`src/rtl/mmb_pkg.sv`:
```
package mmb_pkg;

  typedef enum logic [1:0] {
    SLOT_FREE  = 2'd0,
    SLOT_PEND  = 2'd1,
    SLOT_WAIT  = 2'd2,
    SLOT_DRAIN = 2'd3
  } slot_state_e;

  localparam int unsigned LINE_OFF = 6;

endpackage

```
`src/rtl/mmb_pick.sv`:
```
module mmb_pick #(
  parameter int unsigned N  = 4,
  localparam int unsigned IW = (N > 1) ? $clog2(N) : 1
) (
  input  logic [N-1:0]  vec_i,
  output logic          any_o,
  output logic [IW-1:0] idx_o
);

  always_comb begin
    any_o = 1'b0;
    idx_o = '0;
    for (int i = N - 1; i >= 0; i--) begin
      if (vec_i[i]) begin
        any_o = 1'b1;
        idx_o = IW'(i);
      end
    end
  end

endmodule

```
`src/rtl/mmb_slot.sv`:
```
module mmb_slot
  import mmb_pkg::*;
#(
  parameter int unsigned LINE_W = 26,
  parameter int unsigned TAG_W  = 6,
  parameter int unsigned DATA_W = 64,
  parameter int unsigned N_TAG  = 8,
  localparam int unsigned CW = $clog2(N_TAG + 1),
  localparam int unsigned PW = (N_TAG > 1) ? $clog2(N_TAG) : 1
) (
  input  logic              clk,
  input  logic              rst_n,
  input  logic              alloc_i,
  input  logic              merge_i,
  input  logic [LINE_W-1:0] line_i,
  input  logic [TAG_W-1:0]  tag_i,
  input  logic              issue_i,
  input  logic              fill_i,
  input  logic [DATA_W-1:0] fill_data_i,
  input  logic              pop_i,
  output slot_state_e       state_o,
  output logic [LINE_W-1:0] line_o,
  output logic              full_o,
  output logic [TAG_W-1:0]  head_tag_o,
  output logic [DATA_W-1:0] data_o
);

  slot_state_e       state_q, state_d;
  logic [LINE_W-1:0] line_q, line_d;
  logic [CW-1:0]     cnt_q, cnt_d;
  logic [PW-1:0]     rd_q, rd_d;
  logic [DATA_W-1:0] data_q;
  logic [TAG_W-1:0]  tags_q [N_TAG];
  logic              tag_we;
  logic [PW-1:0]     tag_wsel;
  logic              data_we;
  logic              line_we;

  always_comb begin
    state_d  = state_q;
    line_d   = line_q;
    cnt_d    = cnt_q;
    rd_d     = rd_q;
    tag_we   = 1'b0;
    tag_wsel = '0;
    data_we  = 1'b0;
    line_we  = 1'b0;
    unique case (state_q)
      SLOT_FREE: begin
        if (alloc_i) begin
          state_d = SLOT_PEND;
          line_d  = line_i;
          line_we = 1'b1;
          cnt_d   = CW'(1);
          rd_d    = '0;
          tag_we  = 1'b1;
        end
      end
      SLOT_PEND: begin
        if (issue_i) state_d = SLOT_WAIT;
        if (merge_i) begin
          tag_we   = 1'b1;
          tag_wsel = PW'(cnt_q);
          cnt_d    = cnt_q + CW'(1);
        end
      end
      SLOT_WAIT: begin
        if (fill_i) begin
          state_d = SLOT_DRAIN;
          data_we = 1'b1;
        end
        if (merge_i) begin
          tag_we   = 1'b1;
          tag_wsel = PW'(cnt_q);
          cnt_d    = cnt_q + CW'(1);
        end
      end
      SLOT_DRAIN: begin
        if (pop_i) begin
          if ((CW'(rd_q) + CW'(1)) == cnt_q) state_d = SLOT_FREE;
          else                               rd_d    = rd_q + PW'(1);
        end
      end
      default: state_d = SLOT_FREE;
    endcase
  end

  always_ff @(posedge clk or negedge rst_n) begin
    if (!rst_n) begin
      state_q <= SLOT_FREE;
      cnt_q   <= '0;
      rd_q    <= '0;
    end else begin
      state_q <= state_d;
      cnt_q   <= cnt_d;
      rd_q    <= rd_d;
    end
  end

  always_ff @(posedge clk) begin
    if (line_we) line_q <= line_d;
    if (data_we) data_q <= fill_data_i;
  end

  for (genvar g = 0; g < N_TAG; g++) begin : g_tag
    always_ff @(posedge clk) begin
      if (tag_we && (tag_wsel == PW'(g))) tags_q[g] <= tag_i;
    end
  end

  assign state_o    = state_q;
  assign line_o     = line_q;
  assign full_o     = (cnt_q == CW'(N_TAG));
  assign head_tag_o = tags_q[rd_q];
  assign data_o     = data_q;

  AST_FILL_TO_WAITING: assert property (@(posedge clk) disable iff (!rst_n)
    fill_i |-> state_q == SLOT_WAIT);
  AST_ISSUE_FROM_PEND: assert property (@(posedge clk) disable iff (!rst_n)
    issue_i |-> state_q == SLOT_PEND);
  AST_NO_TAG_OVERFLOW: assert property (@(posedge clk) disable iff (!rst_n)
    merge_i |-> !full_o && (state_q == SLOT_PEND || state_q == SLOT_WAIT));
  AST_POP_ONLY_DRAIN: assert property (@(posedge clk) disable iff (!rst_n)
    pop_i |-> state_q == SLOT_DRAIN);

endmodule

```
`src/rtl/mmb_counters.sv`:
```
module mmb_counters #(
  parameter int unsigned CNT_W = 16
) (
  input  logic             clk,
  input  logic             rst_n,
  input  logic             inc_all_i,
  input  logic             inc_merge_i,
  input  logic             inc_fwd_i,
  output logic [CNT_W-1:0] all_o,
  output logic [CNT_W-1:0] merge_o,
  output logic [CNT_W-1:0] fwd_o
);

  logic [CNT_W-1:0] all_q, all_d;
  logic [CNT_W-1:0] merge_q, merge_d;
  logic [CNT_W-1:0] fwd_q, fwd_d;

  always_comb begin
    all_d   = inc_all_i   ? all_q   + CNT_W'(1) : all_q;
    merge_d = inc_merge_i ? merge_q + CNT_W'(1) : merge_q;
    fwd_d   = inc_fwd_i   ? fwd_q   + CNT_W'(1) : fwd_q;
  end

  always_ff @(posedge clk or negedge rst_n) begin
    if (!rst_n) begin
      all_q   <= '0;
      merge_q <= '0;
      fwd_q   <= '0;
    end else begin
      all_q   <= all_d;
      merge_q <= merge_d;
      fwd_q   <= fwd_d;
    end
  end

  assign all_o   = all_q;
  assign merge_o = merge_q;
  assign fwd_o   = fwd_q;

  AST_MISS_SPLIT: assert property (@(posedge clk) disable iff (!rst_n)
    (inc_merge_i || inc_fwd_i) |-> inc_all_i && (inc_merge_i != inc_fwd_i));
  AST_COUNT_BALANCE: assert property (@(posedge clk) disable iff (!rst_n)
    fwd_q == all_q - merge_q);

endmodule

```
`src/rtl/miss_merge_buf.sv`:
```
module miss_merge_buf
  import mmb_pkg::*;
#(
  parameter int unsigned ADDR_W = 32,
  parameter int unsigned TAG_W  = 6,
  parameter int unsigned DATA_W = 64,
  parameter int unsigned N_SLOT = 4,
  parameter int unsigned N_TAG  = 8,
  parameter int unsigned CNT_W  = 16,
  localparam int unsigned LINE_W = ADDR_W - LINE_OFF,
  localparam int unsigned ID_W   = (N_SLOT > 1) ? $clog2(N_SLOT) : 1
) (
  input  logic              clk,
  input  logic              rst_n,
  input  logic              req_valid,
  output logic              req_ready,
  input  logic [ADDR_W-1:0] req_addr,
  input  logic [TAG_W-1:0]  req_tag,
  output logic              l2_req_valid,
  input  logic              l2_req_ready,
  output logic [LINE_W-1:0] l2_req_line,
  output logic [ID_W-1:0]   l2_req_id,
  input  logic              l2_rsp_valid,
  input  logic [ID_W-1:0]   l2_rsp_id,
  input  logic [DATA_W-1:0] l2_rsp_data,
  output logic              cmp_valid,
  output logic [TAG_W-1:0]  cmp_tag,
  output logic [DATA_W-1:0] cmp_data,
  output logic [CNT_W-1:0]  cnt_l1_miss,
  output logic [CNT_W-1:0]  cnt_merged,
  output logic [CNT_W-1:0]  cnt_l2_req
);

  logic [LINE_W-1:0] req_line;
  slot_state_e       st      [N_SLOT];
  logic [LINE_W-1:0] s_line  [N_SLOT];
  logic [TAG_W-1:0]  s_tag   [N_SLOT];
  logic [DATA_W-1:0] s_data  [N_SLOT];
  logic [N_SLOT-1:0] s_full;
  logic [N_SLOT-1:0] match_vec, mergeable_vec, free_vec, pend_vec, drain_vec;
  logic [N_SLOT-1:0] alloc_vec, merge_vec, issue_vec, fill_vec, pop_vec;
  logic              hit, hit_ok, accept;
  logic              free_any, pend_any, drain_any;
  logic [ID_W-1:0]   free_idx, pend_idx, drain_idx, sel_idx;
  logic              lock_q, lock_d;
  logic [ID_W-1:0]   lock_idx_q, lock_idx_d;

  assign req_line = req_addr[ADDR_W-1:LINE_OFF];

  for (genvar s = 0; s < N_SLOT; s++) begin : g_slot
    mmb_slot #(
      .LINE_W (LINE_W),
      .TAG_W  (TAG_W),
      .DATA_W (DATA_W),
      .N_TAG  (N_TAG)
    ) u_slot (
      .clk         (clk),
      .rst_n       (rst_n),
      .alloc_i     (alloc_vec[s]),
      .merge_i     (merge_vec[s]),
      .line_i      (req_line),
      .tag_i       (req_tag),
      .issue_i     (issue_vec[s]),
      .fill_i      (fill_vec[s]),
      .fill_data_i (l2_rsp_data),
      .pop_i       (pop_vec[s]),
      .state_o     (st[s]),
      .line_o      (s_line[s]),
      .full_o      (s_full[s]),
      .head_tag_o  (s_tag[s]),
      .data_o      (s_data[s])
    );

    assign free_vec[s]      = (st[s] == SLOT_FREE);
    assign pend_vec[s]      = (st[s] == SLOT_PEND);
    assign drain_vec[s]     = (st[s] == SLOT_DRAIN);
    assign mergeable_vec[s] = (st[s] == SLOT_PEND) || (st[s] == SLOT_WAIT);
    assign match_vec[s]     = (st[s] != SLOT_FREE) && (s_line[s] == req_line);
    assign fill_vec[s]      = l2_rsp_valid && (l2_rsp_id == ID_W'(s));
    assign alloc_vec[s]     = accept && !hit && (free_idx == ID_W'(s));
    assign merge_vec[s]     = accept && hit && match_vec[s];
    assign issue_vec[s]     = l2_req_valid && l2_req_ready && (sel_idx == ID_W'(s));
    assign pop_vec[s]       = drain_any && (drain_idx == ID_W'(s));
  end

  mmb_pick #(.N(N_SLOT)) u_pick_free (
    .vec_i (free_vec),
    .any_o (free_any),
    .idx_o (free_idx)
  );

  mmb_pick #(.N(N_SLOT)) u_pick_pend (
    .vec_i (pend_vec),
    .any_o (pend_any),
    .idx_o (pend_idx)
  );

  mmb_pick #(.N(N_SLOT)) u_pick_drain (
    .vec_i (drain_vec),
    .any_o (drain_any),
    .idx_o (drain_idx)
  );

  // Core side acceptance.
  assign hit       = |match_vec;
  assign hit_ok    = |(match_vec & mergeable_vec & ~s_full);
  assign req_ready = hit ? hit_ok : free_any;
  assign accept    = req_valid && req_ready;

  // Level-two issue with a lock that pins the offered slot while stalled.
  assign sel_idx      = lock_q ? lock_idx_q : pend_idx;
  assign l2_req_valid = lock_q || pend_any;
  assign l2_req_line  = s_line[sel_idx];
  assign l2_req_id    = sel_idx;

  always_comb begin
    lock_d     = l2_req_valid && !l2_req_ready;
    lock_idx_d = lock_d ? sel_idx : lock_idx_q;
  end

  always_ff @(posedge clk or negedge rst_n) begin
    if (!rst_n) begin
      lock_q     <= 1'b0;
      lock_idx_q <= '0;
    end else begin
      lock_q     <= lock_d;
      lock_idx_q <= lock_idx_d;
    end
  end

  // Completion side.
  assign cmp_valid = drain_any;
  assign cmp_tag   = s_tag[drain_idx];
  assign cmp_data  = s_data[drain_idx];

  mmb_counters #(.CNT_W(CNT_W)) u_cnt (
    .clk         (clk),
    .rst_n       (rst_n),
    .inc_all_i   (accept),
    .inc_merge_i (accept && hit),
    .inc_fwd_i   (|alloc_vec),
    .all_o       (cnt_l1_miss),
    .merge_o     (cnt_merged),
    .fwd_o       (cnt_l2_req)
  );

  AST_ONE_SLOT_PER_LINE: assert property (@(posedge clk) disable iff (!rst_n)
    $onehot0(match_vec));
  AST_L2_REQ_HOLD: assert property (@(posedge clk) disable iff (!rst_n)
    l2_req_valid && !l2_req_ready |=> l2_req_valid && $stable(l2_req_line) && $stable(l2_req_id));
  AST_SINGLE_ALLOC: assert property (@(posedge clk) disable iff (!rst_n)
    $onehot0(alloc_vec) && !(|(alloc_vec & merge_vec)));
  AST_ISSUED_SLOT_PENDING: assert property (@(posedge clk) disable iff (!rst_n)
    l2_req_valid |-> st[sel_idx] == SLOT_PEND);

endmodule

```
`config.mk`:
```
export PLATFORM = sky130hd
export DESIGN_NAME = miss_merge_buf
export DESIGN_NICKNAME = d
export VERILOG_FILES = /design/src/rtl/mmb_pkg.sv /design/src/rtl/mmb_pick.sv /design/src/rtl/mmb_slot.sv /design/src/rtl/mmb_counters.sv /design/src/rtl/miss_merge_buf.sv
export SDC_FILE = /design/constraint.sdc
export NUM_CORES = 1
export LEC_CHECK = 0
export ABC_AREA = 1
export BUFFER_PORTS_ARGS = -buffer_cell sky130_fd_sc_hd__buf_2
export CAP_MARGIN = 20
export CORE_UTILIZATION = 55
export DETAILED_ROUTE_END_ITERATION = 16
export PLACE_DENSITY = 0.74
export SLEW_MARGIN = 25
export SYNTH_ARGS = -nofsm -noshare
export SYNTH_HDL_FRONTEND = slang
export SYNTH_SLANG_ARGS = --single-unit
```
`constraint.sdc`:
```
create_clock -name clk -period 5.7 [get_ports clk]
set_clock_uncertainty 0.15 [all_clocks]
set_input_delay 0.57 -clock clk [delete_from_list [all_inputs] [get_ports clk]]
set_output_delay 0.57 -clock clk [all_outputs]
set_load 0.01 [all_outputs]
```
; Word-level counts from Yosys, hierarchy flattened
; Memories as Yosys holds them, arrays and structs flattened.
; Index checks and enable logic that the tools add are counted.
; Widths: inputs -> output; s select.
[classes]
add_sub_neg = 15
n_mul = 0
div_mod_pow = 0
magnitude_cmp = 2
eq_ne = 92
n_shift = 0
n_mux = 267
n_bitwise = 5
reduce_logical = 143
[op_table]
columns = cell, n
row1 = $mux 6, 30
row2 = $reduce_or 6->1, 28
row3 = $mux 3, 48
row4 = $bmux 64 s2, 1
row5 = $mux 64, 2
row6 = $mux 1, 125
row7 = $eq 26x26->1, 4
row8 = $mux 2, 33
row9 = $logic_and 1x1->1, 61
row10 = $bmux 26 s2, 1
row11 = $mux 26, 2
row12 = $add 16x1->16 const B, 3
row13 = $eq 3x3->1 const B, 16
row14 = $ne 2x1->1 const B, 24
row15 = $eq 2x2->1 const B, 16
row16 = $mux 4, 8
row17 = $pmux 2 s4, 4
row18 = $pmux 4 s2, 4
row19 = $eq 3x2->1 const B, 8
row20 = $pmux 3 s2, 4
row21 = $reduce_and 3->1, 8
row22 = $reduce_bool 2->1, 12
row23 = $reduce_and 5->1, 4
row24 = $add 3x1->4 const B, 4
row25 = other kinds (20), 74
[totals]
reg_bits = 447
latchBits = 0
ramBits = 192
rom_bits = 0
output_inout_bits = 149
word_cells = 553
n_memories = 4
[mem_list]
columns = name, words, width, rd, rd_ports_with_merged_regs, wr, line_no
row1 = g_slot[0].u_slot.tags_q, 8, 6, 1, 0, 1, mmb_slot.sv:33  ; logic [TAG_W-1:0] tags_q [N_TAG];
row2 = g_slot[1].u_slot.tags_q, 8, 6, 1, 0, 1, mmb_slot.sv:33
row3 = g_slot[2].u_slot.tags_q, 8, 6, 1, 0, 1, mmb_slot.sv:33
row4 = g_slot[3].u_slot.tags_q, 8, 6, 1, 0, 1, mmb_slot.sv:33

; Longest topological paths before layout
; Gate-level depths: netlist (run 1).
[logic_depth]
ltp_word = 23
mapped_depth = 20
mapped_depth_nobuf = 18

; Cells and area by module
; A second synthesis (run 1) with hierarchy kept.
[unflattened]
cells_unflattened = 2728
hier_area_um2 = 29061.6
[by_module_without_submodules]
columns = mod, instances, cells_each, area_each_um2, seq_area_each_um2
row1 = mmb_slot at g_slot[1].u_slot, 1, 342, 5376.4, 4369.2
row2 = mmb_slot at g_slot[3].u_slot, 1, 342, 5371.4, 4369.2
row3 = mmb_slot at g_slot[2].u_slot, 1, 342, 5358.9, 4369.2
row4 = mmb_slot at g_slot[0].u_slot, 1, 340, 5341.4, 4369.2
row5 = miss_merge_buf, 1, 1042, 5029.8, 75.1
row6 = mmb_counters, 1, 296, 2474.9, 1201.2
row7 = mmb_pick, 3, 8, 36.3, 0.0

; Least setup slack after synthesis (run 1)
; OpenSTA, ideal clock, no wires.
[synth_timing]
path_kind = input port to flip-flop
startpoint = input port l2_rsp_id[0]
endpoint = register g_slot[0].u_slot.data_q[0], enable pin
arrival_time_ns = 3.393
required_time_ns = 5.064
slack_ns = 1.670
stages = 3
n_path_buf = 0
path_cell_list = inv_1 -> nand3_1 -> nor2_1
[synth_via]
elab_chain_cells = 4
[synth_rtl]
columns = element, line_no
row1 = from (decl), miss_merge_buf.sv:24  ; input logic [ID_W-1:0] l2_rsp_id,
row2 = $logic_not 2->1, miss_merge_buf.sv:79  ; assign fill_vec[s] = l2_rsp_valid && (l2_rsp_id == ID_W'(s));
row3 = $logic_and 1x1->1, miss_merge_buf.sv:79
row4 = $mux 1, mmb_slot.sv:68  ; if (fill_i) begin
row5 = $mux 1, mmb_slot.sv:48  ; unique case (state_q)
row6 = via g_slot[0].u_slot.data_we, mmb_slot.sv:36  ; logic data_we;
row7 = to (signal assigned), mmb_slot.sv:102  ; if (data_we) data_q <= fill_data_i;
row8 = to (decl), mmb_slot.sv:32  ; logic [DATA_W-1:0] data_q;
; The timed path passes the listed nets, and every way through them passes these cells.
; A chain may end at the register's enable or synchronous reset.

; Worst setup path in the final report (run 1)
[layout_timing]
startpoint = register g_slot[1].u_slot.state_q[1]
endpoint = output port l2_req_line[10]
[layout_via]
elab_chain_cells = 8
[layout_rtl]
columns = element, line_no
row1 = from (decl), mmb_slot.sv:28  ; slot_state_e state_q, state_d;
row2 = from (signal assigned), mmb_slot.sv:94  ; state_q <= state_d;
row3 = $eq 2x1->1, miss_merge_buf.sv:75  ; assign pend_vec[s] = (st[s] == SLOT_PEND);
row4 = $mux 2 (2 in a row), mmb_pick.sv:14  ; if (vec_i[i]) begin
row5 = $mux 2, miss_merge_buf.sv:111  ; assign sel_idx = lock_q ? lock_idx_q : pend_idx;
row6 = $not 2->3 (not written as such), miss_merge_buf.sv:113  ; assign l2_req_line = s_line[sel_idx];
row7 = $bmux 26 s2, miss_merge_buf.sv:113
row8 = $mux 26 (not written as such) (2 in a row), miss_merge_buf.sv:113
row9 = to (decl), miss_merge_buf.sv:21  ; output logic [LINE_W-1:0] l2_req_line,
; Every way passes these cells. The select of a mux whose other input is x is not followed.

==> results by group, run 1 <==
Outcome
  • Run status: finished, final reports clean

Worst setup path
  • Source of the worst register-to-register timing path: g_slot[2].u_slot.state_o[0]$_DFFE_PN0P_
  • Arrival @ worst endpoint: 3.86 ns
  • Critical path data required time: 4.98 ns
  • Reg-to-reg slack, setup: 1.63 ns
  • Critical Path Start Type: flop
  • Terminus of the critical flop-to-flop path: g_slot[0].u_slot.tags_q[7][1]$_DFFE_PP_
  • Critical Path End Type: output pin
  • Largest fanout on the critical path: 17
  • Reg2Reg Depth: 15
  • Kind of critical path: flop to output pin

Clocking
  • Clock-pin slew of the registers on the worst-case setup and hold paths: 0.06 ns
  • Clock buffer depth: 3
  • Post-cts hold buffer count: 49
  • # H-tree levels: 3
  • Insertion delay of the later-clocked pin in the worst-skew pair: 0.62 ns
  • Post-CTS setup-driven buffer insertion count: 0
  • Number of CTS-inserted buffers: 68
  • CTS tree: done
  • # clock sinks: 639
  • Clock root buffer master: sky130_fd_sc_hd__clkbuf_16
  • PostCTS Resize Cnt: 0

Synthesis
  • Area share of xor/xnor cells in the synthesized design: 2.61%
  • Synth warnings: 0
  • Number of enable flip-flop cells after synthesis: 552
  • Largest area contributor in the synthesized netlist: sky130_fd_sc_hd__edfxtp_1
  • Synthesized area per cell: 11.1 um^2
  • Number of flip-flops and latches in the synthesized netlist: 639
  • Async S/R FF share, synth: 13.6%
  • Post-synthesis adder-cell area fraction: 1.51%
  • Fraction of synthesized cell area taken by the top area cell type: 58.7%
  • Share of synthesized area occupied by flip-flops and latches: 66.5%
  • Fraction of the mapped netlist area in compound gates: 8.67%
  • Cell types occupying the most area after synthesis: sky130_fd_sc_hd__edfxtp_1 59%, sky130_fd_sc_hd__nand2_1 8.1%, sky130_fd_sc_hd__dfrtp_1 7.7%
  • Mapped Cells: 2542
  • Post-synthesis share of cell area spent on and, or, nand and nor gates: 15.9%
  • Area of the mapped netlist: 0.0282 mm^2
  • Dominant synthesized flop cell: sky130_fd_sc_hd__edfxtp_1
  • Largest family of logic cells by synthesized area: simple AND/OR/NAND/NOR gates
  • Mux share of post-synthesis cell area: 0.816%
  • Unique masters post-synth: 48
  • Mapped Nets: 2685

Timing
  • Worst slew pin tran: 1.04 ns
  • Relative slew slack: 30.4%
  • Achievable frequency: 218 MHz
  • Number of pins exceeding their max-slew limit in the final report: 0
  • Period Utilization, post-route: 80.4%
  • Minimum clock period: 4.58 ns
  • Final Setup Violations: 0
  • Hold violation total from the final report: 0
  • Setup tns final: 0 ns
  • Unrepaired setup endpoints after global routing: no

Floorplanning
  • Placement Rows: 82
  • Starting Density: 56.0%
  • Horizontal die dimension: 229 um
  • Chip height: 229 um
  • Top-Level Pins: 258
  • Placeable Area: 0.0504 mm^2
  • Die outline area: 0.0522 mm^2

Worst hold path
  • Min-delay worst type: input pin to flop
  • Hold Path Origin: l2_rsp_data[40]
  • Worst Hold Path Cells: 1
  • WHS Endpoint: g_slot[2].u_slot.data_o[40]$_DFFE_PP_

Flow run
  • Max-cap violations: 0

GRT
  • Number of antenna violations at the first check in global routing: 5
  • Total congestion overflow: 0
  • Maximum number of pins on one net before global-route repair: 77
  • Wire length of the first global-routing pass: 112 mm
  • Total track usage: 27.7%
  • Via count of the first global-routing pass: 20258

Placement
  • Port Buffer Count: 251
  • Half-perimeter wire length after placement: 47.0 mm
  • Routability congestion estimate: 0.970

Detailed routing
  • Post-DR vias/cell: 5.75
  • Drt total wl: 72.8 mm
  • Wire per inst: 20.4 um
  • Number of nets with antenna violations after routing: 0
  • Post-detailed-route DRC marker count: 0
  • First-iteration detailed-routing DRC count: 1994
  • DR vias: 20509
  • Count of TritonRoute iterations in the first routing pass: 7

Pwr
  • Power per standard cell area: 474 mW/mm^2
  • Post-layout total power: 15.6 mW
  • Largest vdd supply drop: 0.438 mV
  • Leakage component of the power: 12.6 nW

Cells and area
  • Final net count: 2984
  • Ratio of cells with drive above 1 in the final layout: 15.2%
  • Post-route core utilization: 65.2%
  • Layout overhead on the synthesized area: 16.3%
  • Fill cell instance count of the final layout: 3753
  • Commonest non-fill, non-tap cell in the layout: sky130_fd_sc_hd__nand2_1
  • Commonest cells after routing, fill and taps aside: 611 x sky130_fd_sc_hd__nand2_1, 552 x sky130_fd_sc_hd__edfxtp_1, 272 x sky130_fd_sc_hd__nor2_1
[report_power, final]
part,internal [mW],switching [mW]
Combinational,1.73,3.63
Clock,2.38,1.87
Sequential,5.56,0.391
[flip-flops by register name, summed over array words and instances, names as in the netlist]
signal                 flops
lock_idx_q                 2
g_slot.u_slot.state_o      8
g_slot.u_slot.line_o     104
lock_q                     1
g_slot.u_slot.rd_q        12
g_slot.u_slot.cnt_q       16
u_cnt.fwd_o               16
u_cnt.merge_o             16
g_slot.u_slot.tags_q     192
g_slot.u_slot.data_o     256
u_cnt.all_o               16
[synthesized netlist by cell type (23+ instances only)]
cell type / count
sky130_fd_sc_hd__a21oi_1: 31
sky130_fd_sc_hd__a22oi_1: 27
sky130_fd_sc_hd__clkbuf_1: 79
sky130_fd_sc_hd__dfrtp_1: 87
sky130_fd_sc_hd__edfxtp_1: 552
sky130_fd_sc_hd__ha_1: 34
sky130_fd_sc_hd__inv_1: 180
sky130_fd_sc_hd__inv_2: 28
sky130_fd_sc_hd__mux2i_1: 23
sky130_fd_sc_hd__nand2_1: 612
sky130_fd_sc_hd__nand3_1: 105
sky130_fd_sc_hd__nand4_1: 28
sky130_fd_sc_hd__nor2_1: 281
sky130_fd_sc_hd__o211ai_1: 72
sky130_fd_sc_hd__o21ai_0: 133
sky130_fd_sc_hd__o221ai_1: 50
sky130_fd_sc_hd__xnor2_1: 46
sky130_fd_sc_hd__xor2_1: 38
[layout make-up]
type / count / area [um^2] / area share [%]
well taps: 672 / 841 / 2.56
inverters: 210 / 788 / 2.40
repair buffers: 321 / 1910 / 5.81
diodes: 4 / 10.0 / 0.0305
flip-flops and latches: 639 / 18800 / 57.1
clock inverters: 35 / 342 / 1.04
multi-input cells: 1601 / 8380 / 25.5
clock buffers: 86 / 1810 / 5.51
[metrics by stage]
| stage | worst slack, ns | instance area (um^2) | std cells | hold slack [ns] |
|---|---|---|---|---|
| 2_1_floorplan | 1.67 | 28200 | 2542 | 0.124 |
| 3_3_place_gp | 1.65 | 30200 | 3394 | 0.333 |
| 3_5_place_dp | 1.58 | 30200 | 3394 | 0.327 |
| 4_1_cts | 1.24 | 32800 | 3564 | 0.000947 |
| 5_1_grt | 0.974 | 32800 | 3567 | 0.000746 |
| 6_report | 1.12 | 32800 | 3568 | 0.0281 |
[logic make-up (layout without fill, tap and decap cells)]
logic type      after synthesis  count (layout)
simple gates               1085            1085
fa+ha+maj                    34              34
flops                       639             639
compound gates              375             375
other cells                   0               4
buf+inv                     302             652
mux                          23              23
xor+xnor                     84              84
[metal layers]
layer	vias to the layer above	track usage, %	wire, um
met4	4	9.44	1980
met1	10017	36.9	29200
met2	874	45.1	35400
met3	141	6.14	6110
met5	-	0	24
li1	9473	-	-
[critical path, stage by stage (launching register included)]
cell and delay [ns]:
sky130_fd_sc_hd__dfrtp_1 0.42, sky130_fd_sc_hd__inv_1 0.09, sky130_fd_sc_hd__ha_1 0.21, sky130_fd_sc_hd__inv_1 0.13, sky130_fd_sc_hd__o21ai_0 0.11, sky130_fd_sc_hd__nand3_1 0.09, sky130_fd_sc_hd__o21ai_1 0.21, sky130_fd_sc_hd__inv_1 0.48
sky130_fd_sc_hd__nand2_1 0.71, sky130_fd_sc_hd__o221ai_1 0.61, sky130_fd_sc_hd__buf_2 0.21
[worst max path at each step]
stage,start,end,depth (start not counted)
after floorplan,l2_rsp_id[0],g_slot[0].u_slot.data_o[0]$_DFFE_PP_,3
after global placement,req_addr[6],g_slot[0].u_slot.tags_q[7][2]$_DFFE_PP_,17
after detailed placement,req_addr[6],g_slot[0].u_slot.tags_q[7][2]$_DFFE_PP_,17
after CTS,g_slot[1].u_slot.state_o[1]$_DFFE_PN0P_,l2_req_line[10],10
after global routing,g_slot[1].u_slot.state_o[1]$_DFFE_PN0P_,l2_req_line[10],10
final,g_slot[1].u_slot.state_o[1]$_DFFE_PN0P_,l2_req_line[10],10
(Power assumes the default switching activity.)
==> run 2, diff against run 1 <==
--- a/config.mk
+++ b/config.mk
@@ -8,9 +8,9 @@
 export ABC_AREA = 1
 export BUFFER_PORTS_ARGS = -buffer_cell sky130_fd_sc_hd__buf_2
 export CAP_MARGIN = 20
-export CORE_UTILIZATION = 55
+export CORE_UTILIZATION = 54
 export DETAILED_ROUTE_END_ITERATION = 16
-export PLACE_DENSITY = 0.74
+export PLACE_DENSITY = 0.75
 export SLEW_MARGIN = 25
 export SYNTH_ARGS = -nofsm -noshare
 export SYNTH_HDL_FRONTEND = slang
==> constraint.sdc (replaced) <==
create_clock -name clk -period 3.9 [get_ports clk]
set_clock_uncertainty 0.15 [all_clocks]
set_input_delay 0.39 -clock clk [delete_from_list [all_inputs] [get_ports clk]]
set_output_delay 0.39 -clock clk [all_outputs]
set_load 0.01 [all_outputs]
==> run 2 against run 1 <==
Net effect:
- flip-flop and latch count unchanged
- critical endpoint is now cmp_data[25]
- global-route usage down 0.26 points
- design area up 2.2%
- register-to-register slack worse by 1.4 ns
- critical path type unchanged
- non-clock buffer count up 75
- cell count up 2.1%
==> results by group, run 2 (synthesized netlist as in run 1, its figures left out) <==
Timing
  • Final Setup Violations: 0 (unchanged)
  • Unrepaired setup endpoints after global routing: yes
  • Worst slew pin tran: 0.877 ns (-0.167 ns)
  • Final worst hold slack: 0.0965 ns (+0.0684 ns)
  • Number of pins exceeding their max-slew limit in the final report: 0 (unchanged)
  • Relative slew slack: 41.5% (+11 points)
  • Hold violation total from the final report: 0 (unchanged)
  • Minimum clock period: 3.79 ns
  • Period Utilization, post-route: 97.2%
  • Achievable frequency: 264 MHz

Floorplanning
  • Top-Level Pins: 258 (unchanged)
  • Chip height: 231 um (+0.91%)
  • Die outline area: 0.0532 mm^2 (+1.8%)
  • Horizontal die dimension: 231 um (+0.91%)
  • Placeable Area: 0.0515 mm^2 (+2.3%)
  • Starting Density: 54.8% (-1.2 points)
  • Placement Rows: 83 (+1.2%)

Clocking
  • CTS tree: done
  • Clock-pin slew of the registers on the worst-case setup and hold paths: 0.06 ns (about the same)
  • Clock root buffer master: sky130_fd_sc_hd__clkbuf_16
  • Clock buffer depth: 3 (unchanged)
  • # H-tree levels: 3 (unchanged)
  • # clock sinks: 639 (unchanged)
  • Insertion delay of the later-clocked pin in the worst-skew pair: 0.63 ns (about the same)
  • Number of CTS-inserted buffers: 68 (unchanged)

Detailed routing
  • Drt total wl: 73.5 mm (+1.0%)
  • Count of TritonRoute iterations in the first routing pass: 6 (-1)
  • DR vias: 20839 (+1.6%)
  • Post-DR vias/cell: 5.72 (-0.51%)
  • Number of nets with antenna violations after routing: 0 (unchanged)
  • Post-detailed-route DRC marker count: 0 (unchanged)
  • Wire per inst: 20.2 um (-1.1%)
  • First-iteration detailed-routing DRC count: 2256 (+13%)

Pwr
  • Clock share of power: 26.8% (-0.5 points)
  • Net Sw Power: 8.67 mW (+47%)
  • Power share of the combinational group: 35.6% (+1.1 points)
  • Sequential power share: 37.6% (-0.6 points)
  • Largest vdd supply drop: 0.592 mV (+35%)
  • Leakage component of the power: 12.9 nW (+2.8%)
  • Sw Share: 37.8% (-0.10 points)
  • Power per standard cell area: 684 mW/mm^2 (+44%)
  • Internal cell power: 14.3 mW (+48%)

GRT
  • Global routing usage on met3: 5.37% (-0.76 points)
  • Via count of the first global-routing pass: 20615 (+1.8%)
  • Number of antenna violations at the first check in global routing: 1 (-4)
  • GR Util met2: 44.7% (-0.48 points)
  • Wire length of the first global-routing pass: 113 mm (+0.44%)
  • Total congestion overflow: 0 (unchanged)
  • Maximum number of pins on one net before global-route repair: 77 (unchanged)
  • Total track usage: 27.5% (-0.26 points)
  • Routing usage on met1: 36.4% (-0.49 points)
  • GRT busiest layer: met2

Worst setup path
  • Reg-to-reg slack, setup: 0.25 ns (-1.38 ns)
  • Reg2Reg Depth: 15 (unchanged)
  • Source of the worst register-to-register timing path: g_slot[2].u_slot.state_o[0]$_DFFE_PN0P_
  • Critical Path Start Type: flop
  • Worst setup path startpoint: g_slot[3].u_slot.state_o[0]$_DFFE_PN0P_
  • Worst setup path end: cmp_data[25]
  • Arrival @ worst endpoint: 3.25 ns (-0.61 ns)
  • Critical Path End Type: output pin
  • Kind of critical path: flop to output pin
  • Terminus of the critical flop-to-flop path: g_slot[3].u_slot.tags_q[7][0]$_DFFE_PP_
  • Critical path data required time: 3.36 ns (-1.62 ns)
  • Largest fanout on the critical path: 64 (+47)

Cells and area
  • Post-route core utilization: 65.2% (about the same)
  • Number of antenna repair diodes: 0 (-4)
  • Commonest non-fill, non-tap cell in the layout: sky130_fd_sc_hd__nand2_1
  • Commonest cells after routing, fill and taps aside: 611 x sky130_fd_sc_hd__nand2_1, 552 x sky130_fd_sc_hd__edfxtp_1, 271 x sky130_fd_sc_hd__nor2_1
  • Fill cell instance count of the final layout: 3803 (+1.3%)
  • Layout overhead on the synthesized area: 18.9%
  • Final net count: 3059 (+2.5%)
  • Number of flip-flops in the largest register: 256 (unchanged)
  • Ratio of cells with drive above 1 in the final layout: 15.8% (+0.61 points)

Worst hold path
  • Min-delay worst type: input pin to flop

Flow run
  • Max-cap violations: 0 (unchanged)

Placement
  • Port Buffer Count: 251 (unchanged)
  • Routability congestion estimate: 0.972 (+0.22%)
  • Half-perimeter wire length after placement: 47.1 mm (about the same)

Outcome
  • Run status: finished, final reports clean
==> run 2: changes by cell type in the layout (fill, tap and decap cells not counted), moves of 3 or more <==
| cell | before | now |
|---|---|---|
| sky130_fd_sc_hd__dlygate4sd3_1 | 49 | 92 |
| sky130_fd_sc_hd__buf_4 | 22 | 44 |
| sky130_fd_sc_hd__buf_12 | 0 | 7 |
| sky130_fd_sc_hd__diode_2 | 4 | 0 |
| sky130_fd_sc_hd__clkinv_16 | 4 | 1 |
==> run 2: critical path, stage by stage (launching register included) <==
cell and delay, ns:
sky130_fd_sc_hd__dfrtp_1 0.42, sky130_fd_sc_hd__ha_1 0.34, sky130_fd_sc_hd__nor2_1 0.23, sky130_fd_sc_hd__nor3_1 0.11, sky130_fd_sc_hd__inv_2 0.28, sky130_fd_sc_hd__clkbuf_8 0.49
sky130_fd_sc_hd__o21ai_0 0.24, sky130_fd_sc_hd__o211ai_1 0.29, sky130_fd_sc_hd__buf_2 0.19
==> run 2: layer usage <==
layer / vias to the layer above / part of all wire, %
li1: 9624 / -
met3: 130 / 8.2
met1: 10163 / 41
met4: 2 / 2.5
met2: 920 / 48
met5: - / 0.018
==> run 2: cell type report <==
class	instances	area, um^2	area share (%)
clock inverters	33	288	0.858
well taps	680	851	2.54
clock buffers	85	1810	5.38
multi-input cells	1601	8390	25.0
repair buffers	396	2680	7.98
flip-flops and latches	639	18800	55.9
inverters	210	791	2.36
==> run 2: worst min-delay path by stage <==
stage	start	end	slack [ns]	depth (start not counted)
finish	req_valid	u_cnt.all_o[1]$_DFFE_PN0N_	0.1	3
floorplan	rst_n	g_slot[0].u_slot.cnt_q[0]$_DFFE_PN0P_	-0.06	0
detailed placement	u_cnt.fwd_o[15]$_DFFE_PN0P_	u_cnt.fwd_o[15]$_DFFE_PN0P_	0.31	1
CTS	req_valid	u_cnt.all_o[1]$_DFFE_PN0N_	0.08	3
global route	req_valid	u_cnt.all_o[1]$_DFFE_PN0N_	0.10	3
global placement	u_cnt.fwd_o[15]$_DFFE_PN0P_	u_cnt.fwd_o[15]$_DFFE_PN0P_	0.30	1
==> run 2: power groups by stage <==
stage | combinational [mW] | clock, mW | sequential, mW
2_1_floorplan | 4.67 | 0 | 8.61
3_3_place_gp | 7.75 | 0 | 8.71
3_5_place_dp | 7.89 | 0 | 8.75
4_1_cts | 8.03 | 6.21 | 8.62
5_1_grt | 8.86 | 6.45 | 8.69
6_report | 8.17 | 6.16 | 8.63
==> run 2: what timing repair did <==
action	4_1_cts	5_1_grt
resized for setup	1	10
pin swaps	0	2
setup endpoints to repair	1	77
hold buffers	92	0
endpoints found under the hold margin	426	0
gates cloned	0	0
setup buffers	0	4
==> run 2: stage by stage <==
stage          total power, mW  area, um^2  setup slack [ns]  setup TNS, ns  cells
3_5_place_dp              16.6       30500             0.268              0   3430
4_1_cts                   22.9       33500            0.0136              0   3640
6_report                  23.0       33600             0.108              0   3644
3_3_place_gp              16.5       30500             0.337              0   3430
5_1_grt                   24.0       33600           -0.0336        -0.0341   3644
2_1_floorplan             13.3       28200             0.161              0   2542
==> run 3, diff against run 2 <==
--- a/config.mk
+++ b/config.mk
@@ -10,7 +10,7 @@
 export CAP_MARGIN = 20
 export CORE_UTILIZATION = 54
 export DETAILED_ROUTE_END_ITERATION = 16
-export PLACE_DENSITY = 0.75
+export PLACE_DENSITY = 0.76
 export SLEW_MARGIN = 25
 export SYNTH_ARGS = -nofsm -noshare
 export SYNTH_HDL_FRONTEND = slang
==> run 3 against run 2 <==
Net effect:
- global-route usage decreased by 0.097 points
- critical path type unchanged
- die area unchanged
- critical endpoint is now cmp_data[48]
- via count increased by 0.66%
- routed wire length fell by 0.39%
- largest power group unchanged
- utilization grew 0.11 points
- setup slack about the same
- power is 0.69% higher
==> results by group, run 3 (synthesized netlist as in run 1, its figures left out) <==
Timing
  • Hold violation total from the final report: 0 (unchanged)
  • Final Setup Violations: 0 (unchanged)
  • Setup tns final: 0 ns (unchanged)
  • Unrepaired setup endpoints after global routing: no
  • Worst slew pin tran: 0.865 ns (-0.0125 ns)
  • Relative slew slack: 42.3% (+0.84 points)
  • Achievable frequency: 264 MHz (about the same)
  • Final worst hold slack: 0.0370 ns (-0.0595 ns)
  • Worst setup slack after layout: 0.108 ns (-0.000198 ns)
  • Period Utilization, post-route: 97.2% (about the same)
  • Minimum clock period: 3.79 ns (+0.000198 ns)
  • Number of pins exceeding their max-slew limit in the final report: 0 (unchanged)

Worst setup path
  • Standard cell with the maximum stage delay on the critical path: sky130_fd_sc_hd__dfrtp_1
  • Critical Path End Type: output pin
  • List of cells traversed by the critical path: ha_1 -> nor2_1 -> nor3_1 -> inv_2 -> nor2_4 -> buf_12 -> nand2_1 -> o211ai_1 -> buf_2
  • Kind of critical path: flop to output pin
  • Arrival @ worst endpoint: 3.25 ns (about the same)
  • Slowest stage delay, CP: 0.41 ns (-0.08 ns)
  • Critical path data required time: 3.36 ns (about the same)
  • Critical Path Start Type: flop
  • Largest fanout on the critical path: 71 (+11%)

Detailed routing
  • Number of nets with antenna violations after routing: 0 (unchanged)
  • Wire per inst: 20.0 um (-0.72%)
  • Post-DR vias/cell: 5.74 (+0.33%)
  • Post-detailed-route DRC marker count: 0 (unchanged)
  • DR vias: 20977 (+0.66%)
  • Count of TritonRoute iterations in the first routing pass: 5 (-1)
  • Drt total wl: 73.2 mm (-0.39%)
  • First-iteration detailed-routing DRC count: 2290 (+1.5%)

Placement
  • Routability congestion estimate: 0.957 (-1.5%)
  • Total placed cells including tap cells: 3435 (+0.15%)
  • Setup WS pre-CTS: 0.262 ns (-0.00573 ns)
  • Half-perimeter wire length after placement: 47.3 mm (+0.48%)
  • Port Buffer Count: 251 (unchanged)

Cells and area
  • Commonest cells after routing, fill and taps aside: 611 x sky130_fd_sc_hd__nand2_1, 552 x sky130_fd_sc_hd__edfxtp_1, 268 x sky130_fd_sc_hd__nor2_1
  • Commonest non-fill, non-tap cell in the layout: sky130_fd_sc_hd__nand2_1
  • Fill cell instance count of the final layout: 3758 (-1.2%)
  • Number of flip-flops in the largest register: 256 (unchanged)
  • Layout overhead on the synthesized area: 19.1%
  • Ratio of cells with drive above 1 in the final layout: 16.3% (+0.43 points)
  • Final net count: 3059 (unchanged)
  • Post-layout instance count excluding filler cells: 3656 (+0.33%)

Worst hold path
  • Min-delay worst type: input pin to flop

Clocking
  • CTS tree: done
  • Number of CTS-inserted buffers: 68 (unchanged)
  • Clock-pin slew of the registers on the worst-case setup and hold paths: 0.06 ns (about the same)
  • Clock buffer depth: 3 (unchanged)
  • Insertion delay of the later-clocked pin in the worst-skew pair: 0.62 ns (about the same)
  • # H-tree levels: 3 (unchanged)
  • # clock sinks: 639 (unchanged)
  • Clock root buffer master: sky130_fd_sc_hd__clkbuf_16

Pwr
  • Power per standard cell area: 688 mW/mm^2 (+0.52%)
  • Leakage component of the power: 12.9 nW (+0.17%)
  • Largest vdd supply drop: 0.553 mV (-6.7%)
  • Post-layout total power: 23.1 mW (+0.69%)

Floorplanning
  • Placement Rows: 83 (unchanged)
  • Die outline area: 0.0532 mm^2 (unchanged)
  • Horizontal die dimension: 231 um (unchanged)
  • Chip height: 231 um (unchanged)
  • Placeable Area: 0.0515 mm^2 (unchanged)
  • Top-Level Pins: 258 (unchanged)
  • Starting Density: 54.8% (unchanged)

GRT
  • Maximum number of pins on one net before global-route repair: 72 (-6.5%)
  • Via count of the first global-routing pass: 20398 (-1.1%)
  • Total track usage: 27.4% (-0.097 points)
  • Number of antenna violations at the first check in global routing: 2 (+1)
  • Wire length of the first global-routing pass: 112 mm (-0.19%)
  • Total congestion overflow: 0 (unchanged)

Outcome
  • Run status: finished, final reports clean

Flow run
  • Max-cap violations: 0 (unchanged)
## run 3: changes by cell type in the layout (fill, tap and decap cells not counted), moves of 3 or more
cell	before	now
sky130_fd_sc_hd__clkbuf_1	14	17
sky130_fd_sc_hd__diode_2	0	5
sky130_fd_sc_hd__buf_4	44	51
sky130_fd_sc_hd__nor2_2	12	16
sky130_fd_sc_hd__clkinvlp_4	0	5
sky130_fd_sc_hd__buf_12	7	3
sky130_fd_sc_hd__nor2_1	271	268
sky130_fd_sc_hd__clkinv_1	15	8
## run 3: where the power goes
group | total, mW | switching [mW] | internal, mW
combinational | 8.14 | 5.46 | 2.68
sequential | 8.63 | 0.506 | 8.12
clock | 6.34 | 2.71 | 3.63
## run 3: cell type report
class	count	area, um^2	area share (%)
Antenna cell	5	12.5	0.0372
Clock buffer	90	1830	5.46
Clock inverter	35	365	1.09
Inverter	210	792	2.36
Multi-Input combinational cell	1601	8390	25.0
Sequential cell	639	18800	55.8
Tap cell	680	851	2.53
Timing Repair Buffer	396	2620	7.78
## run 3: routing by layer
layer	vias to the layer above	track usage, %	part of all wire [%]
met4	0	10.2	2.7
met5	-	0	0
met3	151	5.30	9.2
met1	10193	36.5	40
li1	9627	-	-
met2	1006	44.7	49
## run 3: what timing repair did
action                                  CTS  global route
endpoints found under the setup margin   22            52
gates resized for setup                   1             8
hold buffers                             91             0
endpoints found under the hold margin   419             0
pin swaps                                 0             0
buffers inserted                          0             0
## run 3: worst paths after layout
path                       cells after the start                                 endpoint                               startpoint  slack, ns
hold / removal                                 1    g_slot[1].u_slot.line_o[20]$_DFFE_PP_                             req_addr[26]       0.04
hold reg to reg                                1              u_cnt.fwd_o[15]$_DFFE_PN0P_              u_cnt.fwd_o[15]$_DFFE_PN0P_       0.35
setup reg to reg                              13  g_slot[3].u_slot.tags_q[4][4]$_DFFE_PP_  g_slot[2].u_slot.state_o[0]$_DFFE_PN0P_       0.28
setup / recovery                               9                             cmp_data[48]  g_slot[3].u_slot.state_o[0]$_DFFE_PN0P_       0.11
min in group asynchronous                      2            u_cnt.merge_o[14]$_DFFE_PN0N_                                    rst_n       0.28
max in group asynchronous                      3               u_cnt.all_o[0]$_DFFE_PN0N_                                    rst_n       2.45
## run 3: metrics by stage
step	util, %	cell area [um^2]
floorplan	-	28200
global placement	59.2	30500
detailed placement	59.2	30500
CTS	65.2	33600
global route	65.2	33600
finish	65.3	33600
## run 3: critical path: cells and delay by family (launching register included)
| kind | cells | cell delay (ns) |
|---|---|---|
| AO/OA/AOI/OAI | 1 | 0.19 |
| buffers and inverters | 3 | 0.82 |
| flip-flops | 1 | 0.41 |
| AND/OR/NAND/NOR | 4 | 0.78 |
| adder cells (fa/ha/maj) | 1 | 0.38 |
